`config.mk`:
```
export PLATFORM = sky130hd
export DESIGN_NAME = cvt_ctrl_reg
export DESIGN_NICKNAME = d
export VERILOG_FILES = /design/src/rtl/cvt_ctrl_pkg.sv /design/src/rtl/cvt_rst_sync.sv /design/src/rtl/cvt_ctrl_store.sv /design/src/rtl/cvt_ctrl_decode.sv /design/src/rtl/cvt_src_mux.sv /design/src/rtl/cvt_ctrl_reg.sv
export SDC_FILE = /design/constraint.sdc
export NUM_CORES = 1
export LEC_CHECK = 0
export ABC_AREA = 1
export BUFFER_PORTS_ARGS = -buffer_cell sky130_fd_sc_hd__buf_2
export CAP_MARGIN = 10
export CORE_MARGIN = 1.5
export CORE_UTILIZATION = 40
export DETAILED_ROUTE_END_ITERATION = 7
export PLACE_DENSITY_LB_ADDON = 0.08
export SYNTH_ARGS = -nofsm -noshare
export SYNTH_HDL_FRONTEND = slang
export SYNTH_SLANG_ARGS = --single-unit
```
`constraint.sdc`:
```
create_clock -name clk -period 0.9 [get_ports clk]
set_input_delay 0 -clock clk [delete_from_list [all_inputs] [get_ports clk]]
set_output_delay 0 -clock clk [all_outputs]
set_load 0.05 [all_outputs]
```
`src/rtl/cvt_ctrl_pkg.sv`:
```
package cvt_ctrl_pkg;
  localparam int unsigned WORD_W   = 16;
  localparam int unsigned RES_BASE = 12;
  localparam logic [WORD_W-1:0] RESET_WORD = 16'h8001;
  localparam logic [WORD_W-1:0] WR_MASK    = 16'hBF07;

  typedef struct packed {
    logic       src_sel;
    logic       rsvd_hi;
    logic [1:0] msb_shift;
    logic [1:0] res_code;
    logic [1:0] fmt_code;
    logic [4:0] rsvd_lo;
    logic [1:0] int_dly;
    logic       auto_stop_dis;
  } ctrl_word_t;
endpackage

```
`src/rtl/cvt_rst_sync.sv`:
```
module cvt_rst_sync #(
  parameter int unsigned STAGES = 2
) (
  input  logic clk,
  input  logic arst_n,
  output logic srst_n
);
  logic [STAGES-1:0] stg_q;
  logic [STAGES-1:0] stg_d;

  always_comb begin
    stg_d = {stg_q[STAGES-2:0], 1'b1};
  end

  always_ff @(posedge clk or negedge arst_n) begin
    if (!arst_n) stg_q <= '0;
    else         stg_q <= stg_d;
  end

  assign srst_n = stg_q[STAGES-1];
endmodule

```
`src/rtl/cvt_ctrl_store.sv`:
```
module cvt_ctrl_store
  import cvt_ctrl_pkg::*;
#(
  parameter int unsigned ADDR_W = 4,
  parameter logic [ADDR_W-1:0] REG_ADDR = 'h8
) (
  input  logic              clk,
  input  logic              rst_n,
  input  logic              wr_en,
  input  logic [ADDR_W-1:0] addr,
  input  logic [WORD_W-1:0] wdata,
  input  logic              lock_a,
  input  logic              lock_b,
  output logic [WORD_W-1:0] word_q
);
  logic              hit;
  logic              locked;
  logic              upd_en;
  logic [WORD_W-1:0] word_d;

  always_comb begin
    hit    = wr_en && (addr == REG_ADDR);
    locked = lock_a || lock_b;
    upd_en = hit && !locked;
    word_d = wdata & WR_MASK;
  end

  always_ff @(posedge clk or negedge rst_n) begin
    if (!rst_n)      word_q <= RESET_WORD;
    else if (upd_en) word_q <= word_d;
  end

  // a write attempt under either lock leaves the word alone
  p_lock_holds_r3: assert property (@(posedge clk) disable iff (!rst_n)
    (wr_en && (lock_a || lock_b)) |=> $stable(word_q));

  // anything other than a strobe to our address leaves the word alone
  p_foreign_addr_r7: assert property (@(posedge clk) disable iff (!rst_n)
    !(wr_en && (addr == REG_ADDR)) |=> $stable(word_q));

  // reserved positions never hold a 1
  p_rsvd_zero_r4: assert property (@(posedge clk) disable iff (!rst_n)
    (word_q & ~WR_MASK) == '0);
endmodule

```
`src/rtl/cvt_ctrl_decode.sv`:
```
module cvt_ctrl_decode
  import cvt_ctrl_pkg::*;
(
  input  logic       clk,
  input  logic       rst_n,
  input  logic [1:0] shift_code,
  input  logic [1:0] res_code,
  input  logic [1:0] fmt_code,
  output logic [1:0] eff_shift,
  output logic [3:0] eff_res_bits,
  output logic       eff_offset_bin
);
  always_comb begin
    unique case (shift_code)
      2'd1:    eff_shift = (res_code == 2'd2) ? 2'd0 : 2'd1;
      2'd2:    eff_shift = (res_code == 2'd1) ? 2'd0 : 2'd2;
      default: eff_shift = 2'd0;
    endcase
    if (res_code == 2'd3) eff_res_bits = 4'(RES_BASE);
    else                  eff_res_bits = 4'(RES_BASE) + {2'b00, res_code};
    eff_offset_bin = (fmt_code == 2'd1);
  end

  // a 13-bit result is never shifted by 2, a 14-bit one never by 1
  p_shift_legal_r8: assert property (@(posedge clk) disable iff (!rst_n)
    !((res_code == 2'd2 && eff_shift == 2'd1) || (res_code == 2'd1 && eff_shift == 2'd2)));

  // resolution stays within the supported range
  p_res_range_r9: assert property (@(posedge clk) disable iff (!rst_n)
    (eff_res_bits >= 4'd12) && (eff_res_bits <= 4'd14));

  // offset binary only from its own code
  p_fmt_code_r10: assert property (@(posedge clk) disable iff (!rst_n)
    eff_offset_bin |-> (fmt_code == 2'd1));
endmodule

```
`src/rtl/cvt_src_mux.sv`:
```
module cvt_src_mux (
  input  logic clk,
  input  logic rst_n,
  input  logic src_sel,
  input  logic sw_pwr,
  input  logic sw_go,
  input  logic seq_arm,
  input  logic seq_trig,
  output logic pwr_q,
  output logic go_q
);
  logic pwr_d;
  logic go_d;

  always_comb begin
    pwr_d = src_sel ? seq_arm  : sw_pwr;
    go_d  = src_sel ? seq_trig : sw_go;
  end

  always_ff @(posedge clk or negedge rst_n) begin
    if (!rst_n) begin
      pwr_q <= 1'b0;
      go_q  <= 1'b0;
    end else begin
      pwr_q <= pwr_d;
      go_q  <= go_d;
    end
  end

  // software bits steer the converter one edge later
  p_sw_path_r5: assert property (@(posedge clk) disable iff (!rst_n)
    !src_sel |=> (pwr_q == $past(sw_pwr)) && (go_q == $past(sw_go)));

  // sequencer lines steer the converter one edge later
  p_seq_path_r6: assert property (@(posedge clk) disable iff (!rst_n)
    src_sel |=> (pwr_q == $past(seq_arm)) && (go_q == $past(seq_trig)));
endmodule

```
`src/rtl/cvt_ctrl_reg.sv`:
```
module cvt_ctrl_reg
  import cvt_ctrl_pkg::*;
#(
  parameter int unsigned ADDR_W = 4,
  parameter logic [ADDR_W-1:0] REG_ADDR = 'h8,
  parameter int unsigned RST_STAGES = 2
) (
  input  logic              clk,
  input  logic              rst_n,
  input  logic              bus_wr,
  input  logic [ADDR_W-1:0] bus_addr,
  input  logic [15:0]       bus_wdata,
  output logic [15:0]       bus_rdata,
  input  logic              lock_trig_en,
  input  logic              lock_global,
  input  logic              sw_pwr_on,
  input  logic              sw_start,
  input  logic              seq_arm,
  input  logic              seq_trig,
  output logic              cvt_pwr_up,
  output logic              cvt_conv_start,
  output logic [1:0]        cfg_int_dly,
  output logic              cfg_auto_stop_dis,
  output logic [1:0]        eff_shift,
  output logic [3:0]        eff_res_bits,
  output logic              eff_offset_bin
);
  logic              srst_n;
  logic [WORD_W-1:0] word_q;
  ctrl_word_t        cw;

  cvt_rst_sync #(.STAGES(RST_STAGES)) u_rst (
    .clk    (clk),
    .arst_n (rst_n),
    .srst_n (srst_n)
  );

  cvt_ctrl_store #(.ADDR_W(ADDR_W), .REG_ADDR(REG_ADDR)) u_store (
    .clk    (clk),
    .rst_n  (srst_n),
    .wr_en  (bus_wr),
    .addr   (bus_addr),
    .wdata  (bus_wdata),
    .lock_a (lock_trig_en),
    .lock_b (lock_global),
    .word_q (word_q)
  );

  assign cw = ctrl_word_t'(word_q);

  cvt_ctrl_decode u_dec (
    .clk            (clk),
    .rst_n          (srst_n),
    .shift_code     (cw.msb_shift),
    .res_code       (cw.res_code),
    .fmt_code       (cw.fmt_code),
    .eff_shift      (eff_shift),
    .eff_res_bits   (eff_res_bits),
    .eff_offset_bin (eff_offset_bin)
  );

  cvt_src_mux u_mux (
    .clk      (clk),
    .rst_n    (srst_n),
    .src_sel  (cw.src_sel),
    .sw_pwr   (sw_pwr_on),
    .sw_go    (sw_start),
    .seq_arm  (seq_arm),
    .seq_trig (seq_trig),
    .pwr_q    (cvt_pwr_up),
    .go_q     (cvt_conv_start)
  );

  always_comb begin
    bus_rdata         = (bus_addr == REG_ADDR) ? word_q : '0;
    cfg_int_dly       = cw.int_dly;
    cfg_auto_stop_dis = cw.auto_stop_dis;
  end

  // a foreign address reads as zero
  p_rdata_decode_r7: assert property (@(posedge clk) disable iff (!srst_n)
    (bus_addr != REG_ADDR) |-> (bus_rdata == '0));
endmodule

```
## After elaboration in Yosys (flattened, before gate mapping)

Index checks and enable logic that the tools add are counted.

- Register bits: 14
- Input bits: 29
- Output and inout bits: 28
- Logic and storage cells: 23

- $add $sub $neg: 1
- Equal/unequal tests: 7
- Mux-type cells: 7
- Reductions and logical operators: 4

Operators by type and width:

| operator | number |
|---|---|
| 16-bit 2-to-1 mux | 1 |
| 2-bit by 1-bit == test with 1-bit output (second input constant) | 3 |
| 2-bit == test (second input constant) | 3 |
| 3-bit by 3-bit adder with 4-bit output (first input constant) | 1 |
| 4-bit == test (second input constant) | 1 |
| 4-bit 2-to-1 mux | 1 |
| 2-bit case mux with 2 select lines | 1 |
| 1-bit 2-to-1 mux | 3 |
| 1-bit logical AND | 2 |
| 2-bit 2-to-1 mux | 1 |
| 1-bit zero test | 1 |
| 1-bit logical OR | 1 |

## Logic depth before layout (Yosys ltp)

- Depth after elaboration: 3
- Depth in mapped cells: 6
- Depth with buffers taken out: 6

## Cells and area by module

From an unflattened synthesis, not the netlist that was laid out.

- Cell total of the unflattened synthesis: 126
- Area, all modules: 920.9 um2

Modules (own cells, without submodules):

| module | times used | cells each | area an instance (um2) |
|---|---|---|---|
| cvt_ctrl_store | 1 | 59 | 511.7 |
| cvt_ctrl_reg | 1 | 37 | 181.4 |
| cvt_ctrl_decode | 1 | 18 | 97.6 |
| cvt_src_mux | 1 | 9 | 76.3 |
| cvt_rst_sync | 1 | 3 | 53.8 |

## Worst setup path after synthesis

No wires, ideal clock.

- Path type: reg-to-output
- From: reg u_store.word_q[11]
- To: out eff_shift[0]
- Arrival time: 1857 ps
- Data required time: 900 ps
- Path slack: -957 ps
- Cell stages (with the launch flop): 4
- Path buffers: 0
- Cells stage by stage: dfrtp_1 -> inv_1 -> nor2_1 -> nor3b_1

- Cells in the longest elaborated chain, start to end: 3

Ends and longest elaborated chain:

| item | RTL line | source |
|---|---|---|
| from (decl) | cvt_ctrl_store.sv:14 | `output logic [WORD_W-1:0] word_q` |
| from (signal assigned) | cvt_ctrl_store.sv:30 | `else if (upd_en) word_q <= word_d;` |
| 2-bit == test | cvt_ctrl_decode.sv:15 | `2'd1: eff_shift = (res_code == 2'd2) ? 2'd0 : 2'd1;` |
| 1-bit 2-to-1 mux | cvt_ctrl_decode.sv:15 |  |
| 2-bit case mux with 2 select lines | cvt_ctrl_decode.sv:14 | `unique case (shift_code)` |
| to (decl) | cvt_ctrl_reg.sv:24 | `output logic [1:0] eff_shift,` |

Every way passes these cells.

## Worst setup path after layout

- From: reg u_store.word_q[13]
- To: out eff_shift[0]

- Cells in the longest elaborated chain, start to end: 2
- Elaborated cells between the ends (all ways): 3
- Those cells by class: 2 x eq/ne; 1 x mux

Ends and longest elaborated chain:

| item | RTL line |
|---|---|
| 2-bit == test or 2-bit by 1-bit == test with 1-bit output (tied branches) | cvt_ctrl_decode.sv:14 |
| 2-bit case mux with 2 select lines (*) | cvt_ctrl_decode.sv:14 |

Mark *: on every way between the ends. The rest lies on a longest branch, timed or not.

==> summary.md <==
| Metric | Value |
|---|---|
| Critical path endpoint category | `output port` |
| Final ANT Viol Nets | `0` |
| Layout cells sized above 1 | `54.1%` |
| CTS tree | `done` |
| Clock-pin slew on the worst setup and hold paths | `80 ps` |
| Critical Path RT | `900 ps` |
| Area of the core | `1940 um2` |
| Status | `finished with violations` |
| Htree depth | `1` |
| Die Span Y | `48.2 um` |
| Combinational power share | `45.2%` |
| Die X-Extent | `48.2 um` |
| Largest net degree at the start of global routing | `11` |
| Die area | `2320 um2` |
| Vias in the first global route | `778` |
| Fin nets | `205` |
| Critical path class | `reg -> out` |
| Sequential power share | `37.9%` |
| Max Clock Freq | `760 MHz` |
| Seq cells post-synth | `14` |
| Clock sink count | `14` |
| Distinct cells, synth | `17` |
| First-pass GRT wire length | `3170 um` |
| Clock buffer depth | `2` |
| Number of synthesized flops with an enable pin | `0` |
| Worst-Skew Late Latency | `270 ps` |
| Mapped Area | `817 um2` |
| CP arrival | `1320 ps` |
| Worst Setup Start Kind | `flop` |
| Drt total wl | `2280 um` |
| Clock root buffer | `clkbuf_4` |
| Via count | `839` |
| Final instance area | `1520 um2` |
| Detailed placement HPWL | `1490 um` |
| Post-synth top flop | `dfrtp_1` |
| Num CTS Buffers | `3` |
| Failing checks | `negative setup slack` |
| Worst hold path cell count | `4` |
| Cells after DPL | `177` |
| Setup violators final | `16` |
| Placed Area | `1130 um2` |
| Tcrit/Tclk final | `146%` |
| Final Hold Viols | `0` |
| CP Max Fanout | `3` |
| Final Wtd Congestion | `0.661` |
| P_int | `1.24 mW` |
| Overall fraction of global-route tracks in use | `20.1%` |
| Post-synthesis sequential area ratio | `43.2%` |
| LEAKAGE | `0.791 nW` |
| Drt wl/cell | `11.5 um` |
| Pwr Density | `1350 nW/um2` |
| Maxcap violations | `0` |
| Final worst slack | `-415 ps` |
| Ys async rst share | `100%` |
| Setup clock skew after layout | `4.26 ps` |
| Initial antenna violation count | `0` |
| Final Non-Filler Cells | `199` |
| Post-synthesis cell count | `103` |
| Total gr overflow | `0` |
| 1st-pass router iterations | `3` |
| RSZ-0062 raised after global routing | `yes` |
| DR DRC count | `0` |
| Final hold slack | `27.8 ps` |
| Via density | `4.22` |
| Reg2Reg Depth | `3` |
| Hold WC Path Type | `in -> reg` |
| IO Pins | `57` |
| Final Max Slew Viols | `0` |
| Ys Warns | `0` |
| Initial Util | `42.1%` |
| Sw frac | `39.6%` |
| VDD IR max | `0.00114 V` |
| Number of fillers in the final layout | `152` |
| Period minus WS final | `1320 ps` |
| Mean Syn Cell Area | `7.93 um2` |
| Cell row count | `16` |
| Clk network pwr share | `16.9%` |
| N_diodes | `0` |
| Sw Pwr | `0.813 mW` |
| Number of port buffers | `42` |
| Syn-to-layout area delta | `86.5%` |
| Initial DRC count | `12` |
[flip-flops by register name (all words and copies together) (netlist names)]
name / cells
u_store.word_q: 10
u_rst.stg_q: 2
u_mux.go_q: 1
u_mux.pwr_q: 1
[stage by stage]
stage | setup TNS (ps) | utilization [%] | power, mW | setup slack [ps]
floorplan | -1120 | - | 1.32 | -230
CTS | -2630 | 75.5 | 2.00 | -403
detailed placement | -337 | 58.0 | 1.47 | -186
global route | -3540 | 78.5 | 2.16 | -478
finish | -2860 | 78.5 | 2.05 | -415
global placement | -242 | 58.0 | 1.45 | -171
[cells by family after synthesis]
group,after synthesis,share of synthesized area (%)
and+or+nand+nor,57,33.5
DFF,14,43.2
adders and majority gates,2,3.06
buffers and inverters,28,19.3
other,2,0.919
[synth_stat cells, types with 2 or more instances]
master	n	area, um2
buf_4	11	82.6
conb_1	2	7.51
dfrtp_1	12	300
dfstp_2	2	52.6
ha_1	2	25.0
inv_1	15	56.3
nand2_1	26	97.6
nand2_2	3	18.8
nand3_1	9	45.0
nor2_1	14	52.6
[layout make-up]
| cell class | instances | area (um2) | share of cell area (%) |
|---|---|---|---|
| Inverter | 16 | 60.1 | 3.94 |
| Sequential cell | 14 | 353 | 23.2 |
| Timing Repair Buffer | 71 | 623 | 40.9 |
| Clock buffer | 3 | 22.5 | 1.48 |
| Multi-Input combinational cell | 68 | 432 | 28.3 |
| Tap cell | 27 | 33.8 | 2.22 |
[power groups by stage]
| stage | sequential, mW | clock [mW] | combinational (mW) |
|---|---|---|---|
| floorplan | 0.841 | 0 | 0.477 |
| global placement | 0.774 | 0 | 0.679 |
| detailed placement | 0.777 | 0 | 0.698 |
| CTS | 0.775 | 0.352 | 0.874 |
| global route | 0.787 | 0.377 | 0.991 |
| finish | 0.779 | 0.347 | 0.929 |
[layer usage]
| metal | routed length, um | GRT usage (%) | up-vias |
|---|---|---|---|
| li1 | - | - | 427 |
| met1 | 821 | 20.3 | 387 |
| met2 | 1370 | 40.5 | 23 |
| met3 | 74 | 2.59 | 2 |
| met4 | 13 | 7.57 | 0 |
| met5 | 0 | 0 | - |
[path summary, 6_finish.rpt]
path | from | endpoint | slack, ps
setup / recovery | u_store.word_q[13]$_DFFE_PN0P_ | eff_shift[0] | -420
hold / removal | lock_trig_en | u_store.word_q[8]$_DFFE_PN0P_ | 30
min in group asynchronous | rst_n | u_rst.stg_q[0]$_DFF_PN0_ | 50
max in group asynchronous | u_rst.stg_q[1]$_DFF_PN0_ | u_store.word_q[8]$_DFFE_PN0P_ | 440
hold reg to reg | u_rst.stg_q[1]$_DFF_PN0_ | u_mux.pwr_q$_DFF_PN0_ | 80
setup reg to reg | u_store.word_q[15]$_DFFE_PN1P_ | u_store.word_q[15]$_DFFE_PN1P_ | 90
[cells in the final DEF, fill, tap and decap left out, types with 6 or more instances in the layout]
| cell | n |
|---|---|
| nand3_1 | 9 |
| nor2_4 | 9 |
| dfrtp_1 | 12 |
| buf_8 | 9 |
| inv_1 | 7 |
| nor2_2 | 6 |
| nand2_1 | 26 |
| inv_2 | 9 |
| buf_2 | 24 |
| buf_6 | 12 |
| dlygate4sd3_1 | 15 |
| conb_1 | 9 |
| buf_4 | 11 |
[timing repair]
action / 4_1_cts / 5_1_grt
hold endpoints to repair: 14 / 0
setup endpoints to repair: 18 / 18
setup buffers: 3 / 1
pin swaps: 11 / 3
resized for setup: 49 / 14
gates cloned: 0 / 0
hold buffers: 15 / 0
[critical path, stage by stage (launching register included)]
cell,delay (ps)
dfrtp_1,430
inv_1,100
ha_1,150
nor3b_4,190
buf_6,180
(Power assumes the default switching activity.)
